<file path="src/rtl/lcd_scan_pkg.sv">
package lcd_scan_pkg;

  localparam int BUS_W = 8;

  typedef enum logic [2:0] {
    ST_INIT,
    ST_WAIT,
    ST_SETUP,
    ST_HIGH,
    ST_LOAD
  } scan_state_e;

  // log2 of pixels per shift clock for one panel row
  function automatic int unsigned px_shift(logic bus8, logic dual);
    if (dual) return bus8 ? 2 : 1;
    return bus8 ? 3 : 2;
  endfunction

  function automatic int unsigned shifts_per_line(int unsigned width_px, logic bus8, logic dual);
    int unsigned n;
    n = width_px >> px_shift(bus8, dual);
    return (n == 0) ? 1 : n;
  endfunction

  function automatic int unsigned lines_per_frame(int unsigned rows, logic dual);
    int unsigned n;
    n = dual ? (rows >> 1) : rows;
    return (n == 0) ? 1 : n;
  endfunction

  function automatic int unsigned ac_last_count(int unsigned every);
    return (every == 0) ? 0 : every - 1;
  endfunction

  function automatic logic [BUS_W-1:0] bus_mask(logic bus8);
    logic [BUS_W-1:0] m;
    m = '1;
    if (!bus8) m[BUS_W-1:BUS_W/2] = '0;
    return m;
  endfunction

endpackage

</file>
<file path="src/rtl/lcd_line_engine.sv">
module lcd_line_engine
  import lcd_scan_pkg::*;
#(
  parameter int COL_W    = 12,
  parameter int LOAD_LEN = 2
) (
  input  logic             clk,
  input  logic             rst_n,
  input  logic [COL_W-1:0] cols_lim,
  input  logic             bus8,
  input  logic             last_row,
  input  logic             pix_valid,
  input  logic [BUS_W-1:0] pix_data,
  output logic             pix_ready,
  output logic             shift_raw,
  output logic             load_raw,
  output logic             line_done,
  output logic             take_cfg,
  output logic             stall_evt,
  output logic [BUS_W-1:0] data_q
);

  localparam int LC_W = (LOAD_LEN > 1) ? $clog2(LOAD_LEN) : 1;

  scan_state_e      state;
  logic [COL_W-1:0] col;
  logic [LC_W-1:0]  ld_cnt;

  assign pix_ready = (state == ST_WAIT);
  assign stall_evt = pix_ready && !pix_valid;
  assign shift_raw = (state == ST_HIGH);
  assign load_raw  = (state == ST_LOAD);
  assign line_done = load_raw && (ld_cnt == LC_W'(LOAD_LEN - 1));
  assign take_cfg  = (state == ST_INIT) || (line_done && last_row);

  always_ff @(posedge clk or negedge rst_n) begin
    if (!rst_n) begin
      state  <= ST_INIT;
      col    <= '0;
      ld_cnt <= '0;
      data_q <= '0;
    end else begin
      case (state)
        ST_INIT:  state <= ST_WAIT;
        ST_WAIT: begin
          if (pix_valid) begin
            data_q <= pix_data & bus_mask(bus8);
            state  <= ST_SETUP;
          end
        end
        ST_SETUP: state <= ST_HIGH;
        ST_HIGH: begin
          if (col == cols_lim - COL_W'(1)) begin
            col    <= '0;
            ld_cnt <= '0;
            state  <= ST_LOAD;
          end else begin
            col   <= col + COL_W'(1);
            state <= ST_WAIT;
          end
        end
        ST_LOAD: begin
          if (line_done) begin
            ld_cnt <= '0;
            state  <= ST_WAIT;
          end else begin
            ld_cnt <= ld_cnt + LC_W'(1);
          end
        end
        default: state <= ST_INIT;
      endcase
    end
  end

  assert_col_range_R1: assert property (@(posedge clk) disable iff (!rst_n)
    col < cols_lim);

  assert_data_hold_R2: assert property (@(posedge clk) disable iff (!rst_n)
    (state == ST_HIGH) |-> $stable(data_q));

  assert_stall_no_shift_R7: assert property (@(posedge clk) disable iff (!rst_n)
    (state == ST_WAIT && !pix_valid) |=> (state == ST_WAIT));

endmodule

</file>
<file path="src/rtl/lcd_frame_tracker.sv">
module lcd_frame_tracker
  import lcd_scan_pkg::*;
#(
  parameter int ROW_W = 10,
  parameter int AC_W  = 8
) (
  input  logic             clk,
  input  logic             rst_n,
  input  logic [ROW_W-1:0] rows_lim,
  input  logic [AC_W-1:0]  ac_every,
  input  logic             line_done,
  output logic             first_row,
  output logic             last_row,
  output logic             frame_end,
  output logic             ac_raw
);

  logic [ROW_W-1:0] row;
  logic [AC_W-1:0]  ac_cnt;
  logic [AC_W-1:0]  ac_lim;

  assign ac_lim    = AC_W'(ac_last_count(32'(ac_every)));
  assign first_row = (row == '0);
  assign last_row  = (row == rows_lim - ROW_W'(1));
  assign frame_end = line_done && last_row;

  always_ff @(posedge clk or negedge rst_n) begin
    if (!rst_n) begin
      row    <= '0;
      ac_cnt <= '0;
      ac_raw <= 1'b0;
    end else begin
      if (line_done) row <= last_row ? '0 : row + ROW_W'(1);
      if (frame_end) begin
        if (ac_cnt >= ac_lim) begin
          ac_raw <= ~ac_raw;
          ac_cnt <= '0;
        end else begin
          ac_cnt <= ac_cnt + AC_W'(1);
        end
      end
    end
  end

  assert_row_range_R3: assert property (@(posedge clk) disable iff (!rst_n)
    row < rows_lim);

  assert_ac_at_frame_end_R5: assert property (@(posedge clk) disable iff (!rst_n)
    !$stable(ac_raw) |-> $past(frame_end));

endmodule

</file>
<file path="src/rtl/lcd_out_stage.sv">
module lcd_out_stage
  import lcd_scan_pkg::*;
(
  input  logic             clk,
  input  logic             rst_n,
  input  logic [3:0]       pol,
  input  logic             shift_in,
  input  logic             load_in,
  input  logic             frame_in,
  input  logic             ac_in,
  input  logic [BUS_W-1:0] data_in,
  output logic             shift_o,
  output logic             load_o,
  output logic             frame_o,
  output logic             ac_o,
  output logic [BUS_W-1:0] data_o
);

  logic [3:0] lvl_q;
  logic [3:0] pol_q;

  always_ff @(posedge clk or negedge rst_n) begin
    if (!rst_n) begin
      lvl_q  <= '0;
      pol_q  <= '0;
      data_o <= '0;
    end else begin
      lvl_q  <= {ac_in, frame_in, load_in, shift_in};
      pol_q  <= pol;
      data_o <= data_in;
    end
  end

  assign shift_o = lvl_q[0] ^ pol_q[0];
  assign load_o  = lvl_q[1] ^ pol_q[1];
  assign frame_o = lvl_q[2] ^ pol_q[2];
  assign ac_o    = lvl_q[3] ^ pol_q[3];

  assert_shift_quiet_in_load_R3: assert property (@(posedge clk) disable iff (!rst_n)
    !(lvl_q[0] && lvl_q[1]));

  assert_frame_inside_load_R4: assert property (@(posedge clk) disable iff (!rst_n)
    lvl_q[2] |-> lvl_q[1]);

endmodule

</file>
<file path="src/rtl/lcd_scan_timer.sv">
module lcd_scan_timer
  import lcd_scan_pkg::*;
#(
  parameter int WID_W    = 12,
  parameter int HGT_W    = 10,
  parameter int AC_W     = 8,
  parameter int LOAD_LEN = 2
) (
  input  logic             clk,
  input  logic             rst_n,
  input  logic [WID_W-1:0] cfg_width,
  input  logic [HGT_W-1:0] cfg_height,
  input  logic             cfg_bus8,
  input  logic             cfg_dual,
  input  logic [3:0]       cfg_pol,
  input  logic [AC_W-1:0]  cfg_ac_every,
  input  logic             pix_valid,
  output logic             pix_ready,
  input  logic [7:0]       pix_data,
  output logic             lcd_shift,
  output logic             lcd_load,
  output logic             lcd_frame,
  output logic             lcd_ac,
  output logic [7:0]       lcd_data,
  output logic             underrun
);

  // configuration shadow, refreshed only at frame boundaries
  logic [WID_W-1:0] w_q;
  logic [HGT_W-1:0] h_q;
  logic             bus8_q, dual_q;
  logic [3:0]       pol_q;
  logic [AC_W-1:0]  ac_q;

  logic [WID_W-1:0] cols_lim;
  logic [HGT_W-1:0] rows_lim;
  logic             take_cfg, line_done, stall_evt;
  logic             shift_raw, load_raw, frame_raw, ac_raw;
  logic             first_row, last_row, frame_end;
  logic [BUS_W-1:0] data_q;

  assign cols_lim  = WID_W'(shifts_per_line(32'(w_q), bus8_q, dual_q));
  assign rows_lim  = HGT_W'(lines_per_frame(32'(h_q), dual_q));
  assign frame_raw = load_raw && first_row;

  always_ff @(posedge clk or negedge rst_n) begin
    if (!rst_n) begin
      w_q      <= '0;
      h_q      <= '0;
      bus8_q   <= 1'b0;
      dual_q   <= 1'b0;
      pol_q    <= '0;
      ac_q     <= '0;
      underrun <= 1'b0;
    end else begin
      if (take_cfg) begin
        w_q    <= cfg_width;
        h_q    <= cfg_height;
        bus8_q <= cfg_bus8;
        dual_q <= cfg_dual;
        pol_q  <= cfg_pol;
        ac_q   <= cfg_ac_every;
      end
      if (stall_evt) underrun <= 1'b1;
    end
  end

  lcd_line_engine #(.COL_W(WID_W), .LOAD_LEN(LOAD_LEN)) u_line (
    .clk       (clk),
    .rst_n     (rst_n),
    .cols_lim  (cols_lim),
    .bus8      (bus8_q),
    .last_row  (last_row),
    .pix_valid (pix_valid),
    .pix_data  (pix_data),
    .pix_ready (pix_ready),
    .shift_raw (shift_raw),
    .load_raw  (load_raw),
    .line_done (line_done),
    .take_cfg  (take_cfg),
    .stall_evt (stall_evt),
    .data_q    (data_q)
  );

  lcd_frame_tracker #(.ROW_W(HGT_W), .AC_W(AC_W)) u_frame (
    .clk       (clk),
    .rst_n     (rst_n),
    .rows_lim  (rows_lim),
    .ac_every  (ac_q),
    .line_done (line_done),
    .first_row (first_row),
    .last_row  (last_row),
    .frame_end (frame_end),
    .ac_raw    (ac_raw)
  );

  lcd_out_stage u_out (
    .clk      (clk),
    .rst_n    (rst_n),
    .pol      (pol_q),
    .shift_in (shift_raw),
    .load_in  (load_raw),
    .frame_in (frame_raw),
    .ac_in    (ac_raw),
    .data_in  (data_q),
    .shift_o  (lcd_shift),
    .load_o   (lcd_load),
    .frame_o  (lcd_frame),
    .ac_o     (lcd_ac),
    .data_o   (lcd_data)
  );

  assert_underrun_sticky_R7: assert property (@(posedge clk) disable iff (!rst_n)
    underrun |=> underrun);

  assert_cfg_frame_only_R8: assert property (@(posedge clk) disable iff (!rst_n)
    !$past(take_cfg) |-> ($stable(w_q) && $stable(h_q) && $stable(pol_q) &&
                          $stable(bus8_q) && $stable(dual_q) && $stable(ac_q)));

  assert_take_at_boundary_R8: assert property (@(posedge clk) disable iff (!rst_n)
    (line_done && !frame_end) |-> !take_cfg);

endmodule

</file>
<file path="config.mk">
export PLATFORM = sky130hd
export DESIGN_NAME = lcd_scan_timer
export DESIGN_NICKNAME = d
export VERILOG_FILES = /design/src/rtl/lcd_scan_pkg.sv /design/src/rtl/lcd_line_engine.sv /design/src/rtl/lcd_frame_tracker.sv /design/src/rtl/lcd_out_stage.sv /design/src/rtl/lcd_scan_timer.sv
export SDC_FILE = /design/constraint.sdc
export NUM_CORES = 1
export LEC_CHECK = 0
export BUFFER_PORTS_ARGS = -buffer_cell sky130_fd_sc_hd__clkbuf_2
export CORE_ASPECT_RATIO = 1.25
export CORE_MARGIN = 4
export CORE_UTILIZATION = 43
export CTS_BUF_LIST = sky130_fd_sc_hd__clkbuf_8
export DETAILED_ROUTE_END_ITERATION = 8
export GPL_TIMING_DRIVEN = 0
export MAX_ROUTING_LAYER = met4
export PLACE_DENSITY = 0.64
export SKIP_CTS_REPAIR_TIMING = 1
export SLEW_MARGIN = 40
export SYNTH_ARGS = -nofsm -noshare
export SYNTH_HDL_FRONTEND = slang
export SYNTH_SLANG_ARGS = --single-unit
</file>
<file path="constraint.sdc">
create_clock -name clk -period 3.9 [get_ports clk]
set_clock_uncertainty 0.2 [all_clocks]
set_input_delay 0.195 -clock clk [delete_from_list [all_inputs] [get_ports clk]]
set_output_delay 0.195 -clock clk [all_outputs]
set_load 0.1 [all_outputs]
</file>
## Word level (Yosys, flattened, before mapping)

Index checks and enable logic that the tools add are counted.

- Add/subtract/negate cells: 7
- Order comparisons: 1
- Equality and inequality tests: 9
- Shift-type cells: 1
- Mux-type cells: 22
- Bitwise gates (word level): 6
- Reductions and logical operators: 16

Operators with widths:

| kind | number |
|---|---|
| logical NOT 32 bit | 2 |
| >> shifter 12 x 2 -> 32 bit | 1 |
| two-way mux 10 bit | 3 |
| two-way mux 12 bit | 2 |
| two-way mux 8 bit | 2 |
| case mux 3 bit (5 select lines) | 1 |
| adder 12 x 1 -> 12 bit (second input constant) | 1 |
| equality test 12 bit | 1 |
| two-way mux 4 bit | 3 |
| subtractor 12 x 1 -> 12 bit (second input constant) | 1 |
| adder 10 x 1 -> 10 bit (second input constant) | 1 |
| equality test 10 bit | 1 |
| logical NOT 10 bit | 1 |
| subtractor 10 x 1 -> 10 bit (second input constant) | 1 |
| two-way mux 3 bit | 3 |
| adder 8 x 1 -> 8 bit (second input constant) | 1 |
| AND 8 bit | 1 |
| >= comparator 8 bit | 1 |
| logical NOT 8 bit | 1 |
| AND reduction 2 bit | 4 |
| subtractor 8 x 1 -> 8 bit (second input constant) | 1 |
| equality test 3 x 2 -> 1 bit (second input constant) | 2 |
| two-way mux 2 bit | 3 |
| logical AND 1 bit | 4 |
| other kinds (13) | 20 |

- Register bits after elaboration: 96
- Input port bits: 47
- Logic and storage cells: 79

## Longest topological paths before layout

Gate-level depths: netlist (run 1).

- Depth in word-level cells: 10
- Gate-level depth with buffers: 18
- Depth with buffers taken out: 14

## Hierarchy

From an unflattened synthesis (run 1), not the netlist that was laid out.

- Cell total of the unflattened synthesis: 532
- Area total of the unflattened synthesis: 5586.6 µm²

By module, submodules not included:

| module | instances | cells an instance | area an instance (µm²) | sequential area each (µm²) |
|---|---|---|---|---|
| lcd_scan_timer | 1 | 143 | 1860.5 | 925.9 |
| lcd_frame_tracker | 1 | 204 | 1779.2 | 475.5 |
| lcd_line_engine | 1 | 165 | 1511.4 | 600.6 |
| lcd_out_stage | 1 | 20 | 435.4 | 400.4 |

## Worst setup path before layout (run 1)

No wires, ideal clock.

- Path kind: register to register
- Start: register u_line.state[2]
- End: register u_line.data_q[2]
- Library setup time: 0.125 ns
- Arrival: 3.588 ns
- Path slack: -0.012 ns
- Cell stages (with the launch flop): 6
- Path buffers: 2
- Clock period less this slack: 3.912 ns
- Cells stage by stage: dfrtp_1 > clkbuf_1 > nor3_1 > nand2_1 > clkbuf_1 > mux2_2

- Word-level cells in the longest chain between the ends: 2

RTL lines:

| what | RTL line | RTL |
|---|---|---|
| from (decl) | lcd_line_engine.sv:25 | `scan_state_e state;` |
| from (signal assigned) | lcd_line_engine.sv:38 | `state <= ST_INIT;` |
| from (signal assigned) | lcd_line_engine.sv:44 | `ST_INIT: state <= ST_WAIT;` |
| from (signal assigned) | lcd_line_engine.sv:48 | `state <= ST_SETUP;` |
| equality test 3 x 1 -> 1 bit | - |  |
| named net pix_ready | lcd_scan_timer.sv:18 | `output logic pix_ready,` |
| AND reduction 2 bit (no line) | - |  |
| to (signal assigned) | lcd_line_engine.sv:47 | `data_q <= pix_data & bus_mask(bus8);` |
| to (decl) | lcd_line_engine.sv:20 | `output logic [BUS_W-1:0] data_q` |

The timed path passes the listed nets, and every way through them passes these cells.
A chain may end at the register's enable or synchronous reset.

## Final worst setup path (run 1)

- Start: register dual_q
- End: register u_line.col[9]

- Word-level cells in the longest chain between the ends: 8

RTL lines:

| what | RTL line | RTL |
|---|---|---|
| from (decl) | lcd_scan_timer.sv:31 | `logic bus8_q, dual_q;` |
| from (signal assigned) | lcd_scan_timer.sv:60 | `dual_q <= cfg_dual;` |
| two-way mux 2 bit or two-way mux 1 bit (tied branches) | lcd_scan_pkg.sv:15 | `if (dual) return bus8 ? 2 : 1;` |
| two-way mux 2 bit (*) | lcd_scan_pkg.sv:16 | `return bus8 ? 3 : 2;` |
| >> shifter 12 x 2 -> 32 bit (*) | lcd_scan_pkg.sv:21 | `n = width_px >> px_shift(bus8, dual);` |
| logical NOT 32 bit | lcd_scan_pkg.sv:22 | `return (n == 0) ? 1 : n;` |
| two-way mux 12 bit (*) | lcd_scan_pkg.sv:22 |  |
| subtractor 12 x 1 -> 12 bit (*) | lcd_line_engine.sv:53 | `if (col == cols_lim - COL_W'(1)) begin` |
| equality test 12 bit (*) | lcd_line_engine.sv:53 |  |
| two-way mux 12 bit (*) | lcd_line_engine.sv:53 |  |
| to (signal assigned) | lcd_line_engine.sv:58 | `col <= col + COL_W'(1);` |
| to (decl) | lcd_line_engine.sv:26 | `logic [COL_W-1:0] col;` |

Every way passes the cells marked *; elsewhere a longest branch is shown, timed or not.

==> flow_summary_export.csv, run 1 <==
group,metric,value,unit
setup_path,cp_cell_sequence,"ha_4 -> buf_6 -> mux4_2 -> inv_2 -> o41ai_4 -> inv_2 -> ha_4 -> inv_4 -> a2111oi_4 -> o211ai_1 -> xnor2_1 -> o2111ai_2 -> nor4_4 -> buf_4 -> nor2_1",
outcome,outcome,"finished, violations left",
setup_path,cp-start-kind,"flop",
clocking,clk_pin_slew,100,ps
die,row_count,47,
die,core-area,13410,µm²
logic_synthesis,synth_area,5946,µm²
logic_synthesis,warning_count_from_the_yosys_run,0,
die,floorplan.initialDensity,44.34,%
global_route,gr-total-overflow,0,
finish,final_layout_size_suffix_gt1_share,25.10,%
timing,relative_slew_slack,53.30,%
clocking,tritoncts.num_buffers,9,
finish,post-route-util,55.99,%
setup_path,cp-end-kind,"flop",
outcome,violations,"setup timing",
logic_synthesis,synth_ff_type,"sky130_fd_sc_hd__dfrtp_1",
finish,flow.area_growth_from_synthesis,26.26,%
job,cap_violations,0,
logic_synthesis,post_synth_main_area_contributors,"sky130_fd_sc_hd__dfrtp_1, sky130_fd_sc_hd__mux2_1, sky130_fd_sc_hd__mux2_2",
setup_path,critical_path_buf_inv_count,5,
logic_synthesis,synth_cells,580,
logic_synthesis,synthesized_netlist_net_count,643,
setup_path,reg2reg_from,"dual_q$_DFFE_PN0P_",
finish,net_count_final,784,
logic_synthesis,synth_edf_count,0,
die,dieArea,15780,µm²
timing,holdWs,101.9,ps
clocking,clock_sinks,96,
setup_path,cp_max_fo,7,
global_route,first_global_vias,4686,
worst_hold_path,min_path_type,"in -> async",
clocking,ctsRootBufferMaster,"sky130_fd_sc_hd__clkbuf_8",
timing,timing.final.hold_violations,0,
die,chipHeight,139.5,µm
global_route,gr-usage-all-layers,18.06,%
clocking,clkLatencyLatePin,390,ps
timing,period_needed,3938,ps
global_route,antenna_violations_before_repair,0,
logic_synthesis,synth_largest_type_area_fraction,40.40,%
timing,worst_slack,-38.22,ps
finish,most_common_cell_after_layout_fill_and_taps_aside,"sky130_fd_sc_hd__dfrtp_1",
timing,setup_repair_after_global_routing_missed_its_margin,"yes",
setup_path,start_point_of_the_critical_path,"dual_q$_DFFE_PN0P_",
global_route,wire_length_of_the_first_global_routing_pass,22740,µm
setup_path,critPathSlowestCell,"sky130_fd_sc_hd__mux4_2",
pwr,power.static_leakage,3.256,nW
timing,worst-slew-pin-transition,699.0,ps
clocking,clock_tree_from_tritoncts,"yes",
route,drt-vias-per-instance,5.471,
setup_path,data_arrival_critical_path,4020,ps
die,dieWidth,113.2,µm
finish,n_antenna_cell,0,
clocking,number_of_buffers_on_the_longest_clock_path,2,
timing,timing.final.max_slew_violations,0,
placed_design,place.port_buffers,60,
clocking,clock_tree.htree_level_count,3,
placed_design,dp_hpwl,9957,µm
timing,fmax,0.2539,GHz
setup_path,crit_required,3980,ps
route,wl_per_cell,15.97,µm
route,vias,4902,
logic_synthesis,synth.distinct_cells,73,
logic_synthesis,yosysSeqAreaShare,40.40,%
placed_design,rd_place_congestion,0.8577,
timing,setup-violations-final,7,
pwr,vdd_ir_drop_max,0.0005289,V
setup_path,timing.setup.critical_path_class,"reg -> reg",
finish,final.fill_count,1149,
finish,mostFrequentLayoutCells,"sky130_fd_sc_hd__dfrtp_1, sky130_fd_sc_hd__clkbuf_2, sky130_fd_sc_hd__dlygate4sd3_1",
global_route,grt_start_max_net_pins,57,
die,ioPinCount,61,
route,drc_violations,0,
pwr,power-per-cell-area,833.5,nW/µm²
route,drt.antenna.violating_nets,0,
route,drt_wl_total,14310,µm
setup_path,cpLargestDelayFamily,"compound AO/OA/AOI/OAI gates",
logic_synthesis,ys_async_sr_fraction,100.0,%
route,first_iter_violations,302,
route,first_pass_iters,5,
timing,final.period_utilization,101.0,%
logic_synthesis,synthesis.area_per_instance,10.25,µm²
setup_path,cp_slowest_stage_delay,570,ps
logic_synthesis,post_synthesis_sequential_element_count,96,
logic_synthesis,yosys.area.top_type,"sky130_fd_sc_hd__dfrtp_1",
==> sequential cells by signal, summed over array words and instances, names as in the netlist, 3 cells and up <==
| signal | count |
|---|---|
| u_out.pol_q | 4 |
| h_q | 10 |
| pol_q | 4 |
| u_line.data_q | 8 |
| u_out.lvl_q | 4 |
| w_q | 12 |
| u_line.col | 12 |
| u_frame.row | 10 |
| ac_q | 8 |
| u_out.data_o | 8 |
| u_line.state | 3 |
| u_frame.ac_cnt | 8 |
==> through the flow <==
stage	worst slack (ps)	TNS (ps)	cell area (µm²)	std cells	total power, mW
floorplan	107.5	0	5951	580	4.382
global placement	-539.9	-29770	6465	811	4.977
detailed placement	-643.6	-35220	6501	812	5.072
CTS	-655.5	-36160	6673	827	5.702
global route	-169.5	-1670	7507	896	6.673
finish	-38.22	-163.4	7507	896	6.257
==> routing by layer <==
| metal | global-route usage [%] | up-vias | part of all wire, % |
|---|---|---|---|
| met4 | 6.709 | 0 | 1.9 |
| li1 | - | 2407 | - |
| met2 | 30.31 | 89 | 53 |
| met5 | - | - | 0 |
| met3 | 2.432 | 21 | 2.6 |
| met1 | 22.13 | 2385 | 43 |
==> final timing paths <==
kind / slack (ps) / end / depth (start not counted)
max in group asynchronous: 2800 / dual_q$_DFFE_PN0P_ / 3
worst min-delay path: 100 / u_out.lvl_q[3]$_DFF_PN0_ / 2
worst max-delay path: -40 / u_line.col[9]$_DFFE_PN0P_ / 15
min in group clk: 180 / u_out.data_o[0]$_DFF_PN0_ / 0
worst max register to register: -40 / u_line.col[9]$_DFFE_PN0P_ / 15
worst min register to register: 180 / u_out.data_o[0]$_DFF_PN0_ / 0
==> cell usage after synthesis, drive strengths merged (8+ instances only) <==
library cell   n
o31ai          8
inv           23
ha            16
nor3          21
dfrtp         96
or3            8
o21ai         22
xor2          20
nand2         28
nand4         13
nand3         21
mux2i         19
a21oi         26
buf           20
mux2          48
xnor2         22
nor2          43
nand2b        14
clkbuf        13
==> power by group <==
part | internal [mW] | switching [mW]
combinational | 1.73 | 2.25
sequential | 1.32 | 0.342
clock | 0.246 | 0.368
==> final cells by class <==
class	count	area (µm²)	share of cell area, %
multi-input cells	428	3403	45.33
plain buffers	33	236.5	3.150
clock inverters	5	33.78	0.4500
well taps	171	214.0	2.850
repair buffers	130	985.9	13.13
flip-flops and latches	96	2405	32.03
inverters	23	91.34	1.217
clock buffers	10	137.6	1.833
==> kinds of logic (layout without fill, tap and decap cells) <==
family / count (synthesis) / after routing / share of synthesized area [%]
compound gates: 111 / 111 / 13.76
flops: 96 / 96 / 40.40
xor+xnor: 42 / 42 / 6.187
buf+inv: 56 / 201 / 4.524
fa+ha+maj: 16 / 16 / 3.367
simple gates: 185 / 185 / 16.81
mux: 74 / 74 / 14.94
Power figures use the tool's default switching activity.
==> inputs of run 2 (changes only) <==
--- a/config.mk
+++ b/config.mk
@@ -5,6 +5,7 @@
 export SDC_FILE = /design/constraint.sdc
 export NUM_CORES = 1
 export LEC_CHECK = 0
+export ABC_AREA = 1
 export BUFFER_PORTS_ARGS = -buffer_cell sky130_fd_sc_hd__clkbuf_2
 export CORE_ASPECT_RATIO = 1.25
 export CORE_MARGIN = 4
@@ -13,9 +14,9 @@
 export DETAILED_ROUTE_END_ITERATION = 8
 export GPL_TIMING_DRIVEN = 0
 export MAX_ROUTING_LAYER = met4
-export PLACE_DENSITY = 0.64
+export PLACE_DENSITY = 0.63
 export SKIP_CTS_REPAIR_TIMING = 1
-export SLEW_MARGIN = 40
+export SLEW_MARGIN = 0
 export SYNTH_ARGS = -nofsm -noshare
 export SYNTH_HDL_FRONTEND = slang
 export SYNTH_SLANG_ARGS = --single-unit
==> run 2 against run 1 <==
Compared with the run above:
- non-clock buffer count down 31
- the run now ends clean
- critical path depth up 5
- global-route usage up 1.4 points
- synthesized cell count up 41%
- clock power up 9.3%
- critical endpoint is now u_line.col[10]$_DFFE_PN0P_
- critical path type unchanged
- largest cell class unchanged
==> flow_summary_export.csv, run 2 <==
group,metric,value,unit
timing,period_needed,3615,ps
setup_path,worst_path_most_repeated_cell,"sky130_fd_sc_hd__nand2_1",
die,core-area,14350,µm²
timing,setup-violations-final,0,
timing,final.period_utilization,92.68,%
finish,n_antenna_cell,0,
global_route,gr-total-overflow,0,
clocking,clock_tree.htree_level_count,3,
setup_path,cp_slowest_stage_delay,480,ps
finish,final.fill_count,1463,
clocking,clock_tree_from_tritoncts,"yes",
route,first_iter_violations,354,
die,floorplan.initialDensity,43.83,%
timing,worst_slack,285.5,ps
route,first_pass_iters,4,
global_route,gr-usage-all-layers,19.42,%
logic_synthesis,synth_ff_type,"sky130_fd_sc_hd__dfrtp_1",
logic_synthesis,yosys.area.top_type,"sky130_fd_sc_hd__dfrtp_1",
finish,mostFrequentLayoutCells,"sky130_fd_sc_hd__nand2_1, sky130_fd_sc_hd__dfrtp_1, sky130_fd_sc_hd__inv_1",
logic_synthesis,synthesized_netlist_net_count,883,
route,drt_wl_total,15000,µm
setup_path,data_arrival_critical_path,3680,ps
route,drt-vias-per-instance,4.908,
die,row_count,49,
timing,timing.final.max_slew_violations,0,
finish,top_regs,"u_line.col: 12 flops, w_q: 12 flops",
finish,net_count_final,1004,
logic_synthesis,synth.distinct_cells,43,
logic_synthesis,synth_area,6287,µm²
finish,final_layout_size_suffix_gt1_share,20.51,%
placed_design,dp_slack,-0.3755,ps
worst_hold_path,min_path_type,"in -> async",
die,chipHeight,143.2,µm
setup_path,timing.setup.critical_path_class,"reg -> reg",
pwr,power.static_leakage,3.934,nW
route,drc_violations,0,
die,dieArea,16630,µm²
job,cap_violations,0,
finish,instances_no_fill,1124,
global_route,antenna_violations_before_repair,0,
route,wl_per_cell,13.34,µm
setup_path,cp_max_fo,10,
logic_synthesis,synth_largest_type_area_fraction,38.21,%
clocking,clkLatencyLatePin,380,ps
setup_path,cp-start-kind,"flop",
global_route,first_global_vias,5244,
timing,holdWs,147.9,ps
timing,fmax,0.2767,GHz
timing,timing.final.hold_violations,0,
timing,relative_slew_slack,62.93,%
logic_synthesis,post_synth_main_area_contributors,"sky130_fd_sc_hd__dfrtp_1, sky130_fd_sc_hd__nand2_1, sky130_fd_sc_hd__nand3_1",
logic_synthesis,ys_async_sr_fraction,100.0,%
global_route,wire_length_of_the_first_global_routing_pass,24930,µm
clocking,number_of_buffers_on_the_longest_clock_path,2,
die,ioPinCount,61,
setup_path,reg2reg_from,"dual_q$_DFFE_PN0P_",
setup_path,crit_required,3970,ps
timing,finalSetupTns,0,ps
clocking,clock_sinks,96,
pwr,vdd_ir_drop_max,0.0004711,V
logic_synthesis,synth_most_common_cell,"sky130_fd_sc_hd__nand2_1",
setup_path,critical_path_buf_inv_count,3,
pwr,power-per-cell-area,847.4,nW/µm²
setup_path,cp-end-kind,"flop",
setup_path,cpLargestDelayFamily,"simple AND/OR/NAND/NOR gates",
placed_design,placedCellCount,1059,
die,dieWidth,116.2,µm
clocking,clk_pin_slew,110,ps
logic_synthesis,post_synthesis_sequential_element_count,96,
outcome,outcome,"finished clean",
logic_synthesis,synthesis.area_per_instance,7.667,µm²
setup_path,critPathSlowestCell,"sky130_fd_sc_hd__dfrtp_2",
finish,post-route-util,52.58,%
logic_synthesis,synth_cells,820,
global_route,grt_start_max_net_pins,61,
clocking,ctsRootBufferMaster,"sky130_fd_sc_hd__clkbuf_8",
logic_synthesis,warning_count_from_the_yosys_run,0,
route,drt.antenna.violating_nets,0,
setup_path,start_point_of_the_critical_path,"dual_q$_DFFE_PN0P_",
logic_synthesis,yosysSeqAreaShare,38.21,%
setup_path,cp_cell_sequence,"ha_4 -> inv_2 -> buf_4 -> nand2_1 -> nand3_1 -> nand2_2 -> nand2_1 -> nor2_2 -> nand2_1 -> nand2_1 -> inv_1 -> ha_1 -> xnor3_1 -> nor2_1 -> nand3_1 -> nor2_1 -> nand3b_1 -> nor2_4 -> nand3_1 -> and2_1",
placed_design,dp_hpwl,11590,µm
route,vias,5517,
finish,flow.area_growth_from_synthesis,19.98,%
clocking,tritoncts.num_buffers,9,
placed_design,rd_place_congestion,0.9164,
timing,setup_repair_after_global_routing_missed_its_margin,"no",
placed_design,place.port_buffers,60,
logic_synthesis,synth_edf_count,0,
timing,worst-slew-pin-transition,556.1,ps
logic_synthesis,synth_common_cells,"sky130_fd_sc_hd__nand2_1, sky130_fd_sc_hd__dfrtp_1, sky130_fd_sc_hd__inv_1",
finish,most_common_cell_after_layout_fill_and_taps_aside,"sky130_fd_sc_hd__nand2_1",
run 2: cell types whose count changed after synthesis, moves of 14 or more:
cell and change:
sky130_fd_sc_hd__mux2_1 -30, sky130_fd_sc_hd__nand3_1 +53, sky130_fd_sc_hd__nand2_1 +234, sky130_fd_sc_hd__nand3_2 +34, sky130_fd_sc_hd__nand2b_1 -14, sky130_fd_sc_hd__mux2_2 -14
sky130_fd_sc_hd__a21oi_1 -18, sky130_fd_sc_hd__xnor2_1 -17, sky130_fd_sc_hd__mux2i_1 -19, sky130_fd_sc_hd__inv_1 +66
run 2: routing by layer:
layer  global-route usage, %  wire length (µm)
met3                   2.671               320
met5                       -                 0
met4                   7.392               442
met1                   23.29              6576
met2                   32.98              7659
run 2: cell families (layout without fill, tap and decap cells):
logic type	count (synthesis)	count (layout)	synth area share, %
fa+ha+maj	16	16	3.184
buf+inv	123	249	9.254
simple gates	490	490	38.21
compound gates	54	54	5.055
mux	4	4	0.7164
flops	96	96	38.21
xor+xnor	37	37	5.373
run 2: worst register-to-register path, cell delays in order, from the launching register on:
cell and delay [ps]:
sky130_fd_sc_hd__dfrtp_2 480, sky130_fd_sc_hd__ha_4 320, sky130_fd_sc_hd__inv_2 50, sky130_fd_sc_hd__buf_4 160, sky130_fd_sc_hd__nand2_1 80, sky130_fd_sc_hd__nand3_1 130
sky130_fd_sc_hd__nand2_2 140, sky130_fd_sc_hd__nand2_1 90, sky130_fd_sc_hd__nor2_2 160, sky130_fd_sc_hd__nand2_1 130, sky130_fd_sc_hd__nand2_1 100, sky130_fd_sc_hd__inv_1 50
sky130_fd_sc_hd__ha_1 220, sky130_fd_sc_hd__xnor3_1 380, sky130_fd_sc_hd__nor2_1 100, sky130_fd_sc_hd__nand3_1 70, sky130_fd_sc_hd__nor2_1 110, sky130_fd_sc_hd__nand3b_1 120
sky130_fd_sc_hd__nor2_4 140, sky130_fd_sc_hd__nand3_1 110, sky130_fd_sc_hd__and2_1 180
run 2: final timing paths:
check	cells after the start	slack [ps]	end
setup / recovery	20	290	u_line.col[10]$_DFFE_PN0P_
hold / removal	2	150	u_frame.ac_cnt[4]$_DFFE_PN0P_
setup reg to reg	20	290	u_line.col[10]$_DFFE_PN0P_
hold reg to reg	0	190	u_out.data_o[0]$_DFF_PN0_
max in group asynchronous	3	2660	u_frame.row[9]$_DFFE_PN0P_
min in group clk	0	190	u_out.data_o[0]$_DFF_PN0_
run 2: through the flow:
stage | instance area, µm² | total power, mW
detailed placement | 6840 | 5.668
finish | 7543 | 6.392
global placement | 6810 | 5.612
floorplan | 6287 | 4.852
global route | 7543 | 7.032
CTS | 7043 | 6.352
run 2: area by class of cell:
cell class / instances / area [µm²] / share of cell area [%]
timing repair buffer: 110 / 813.3 / 10.78
inverter: 101 / 379.1 / 5.026
buffer: 22 / 202.7 / 2.687
multi-input combinational: 601 / 3318 / 43.99
clock inverter: 7 / 78.83 / 1.045
clock buffer: 9 / 123.9 / 1.642
tap: 178 / 222.7 / 2.952
sequential: 96 / 2405 / 31.88
run 2: report_power, final:
group          total [mW]  switching (mW)  internal (mW)
sequential           1.58           0.269           1.32
clock               0.672           0.413          0.259
combinational        4.14            2.75           1.38
total                6.39            3.43           2.96
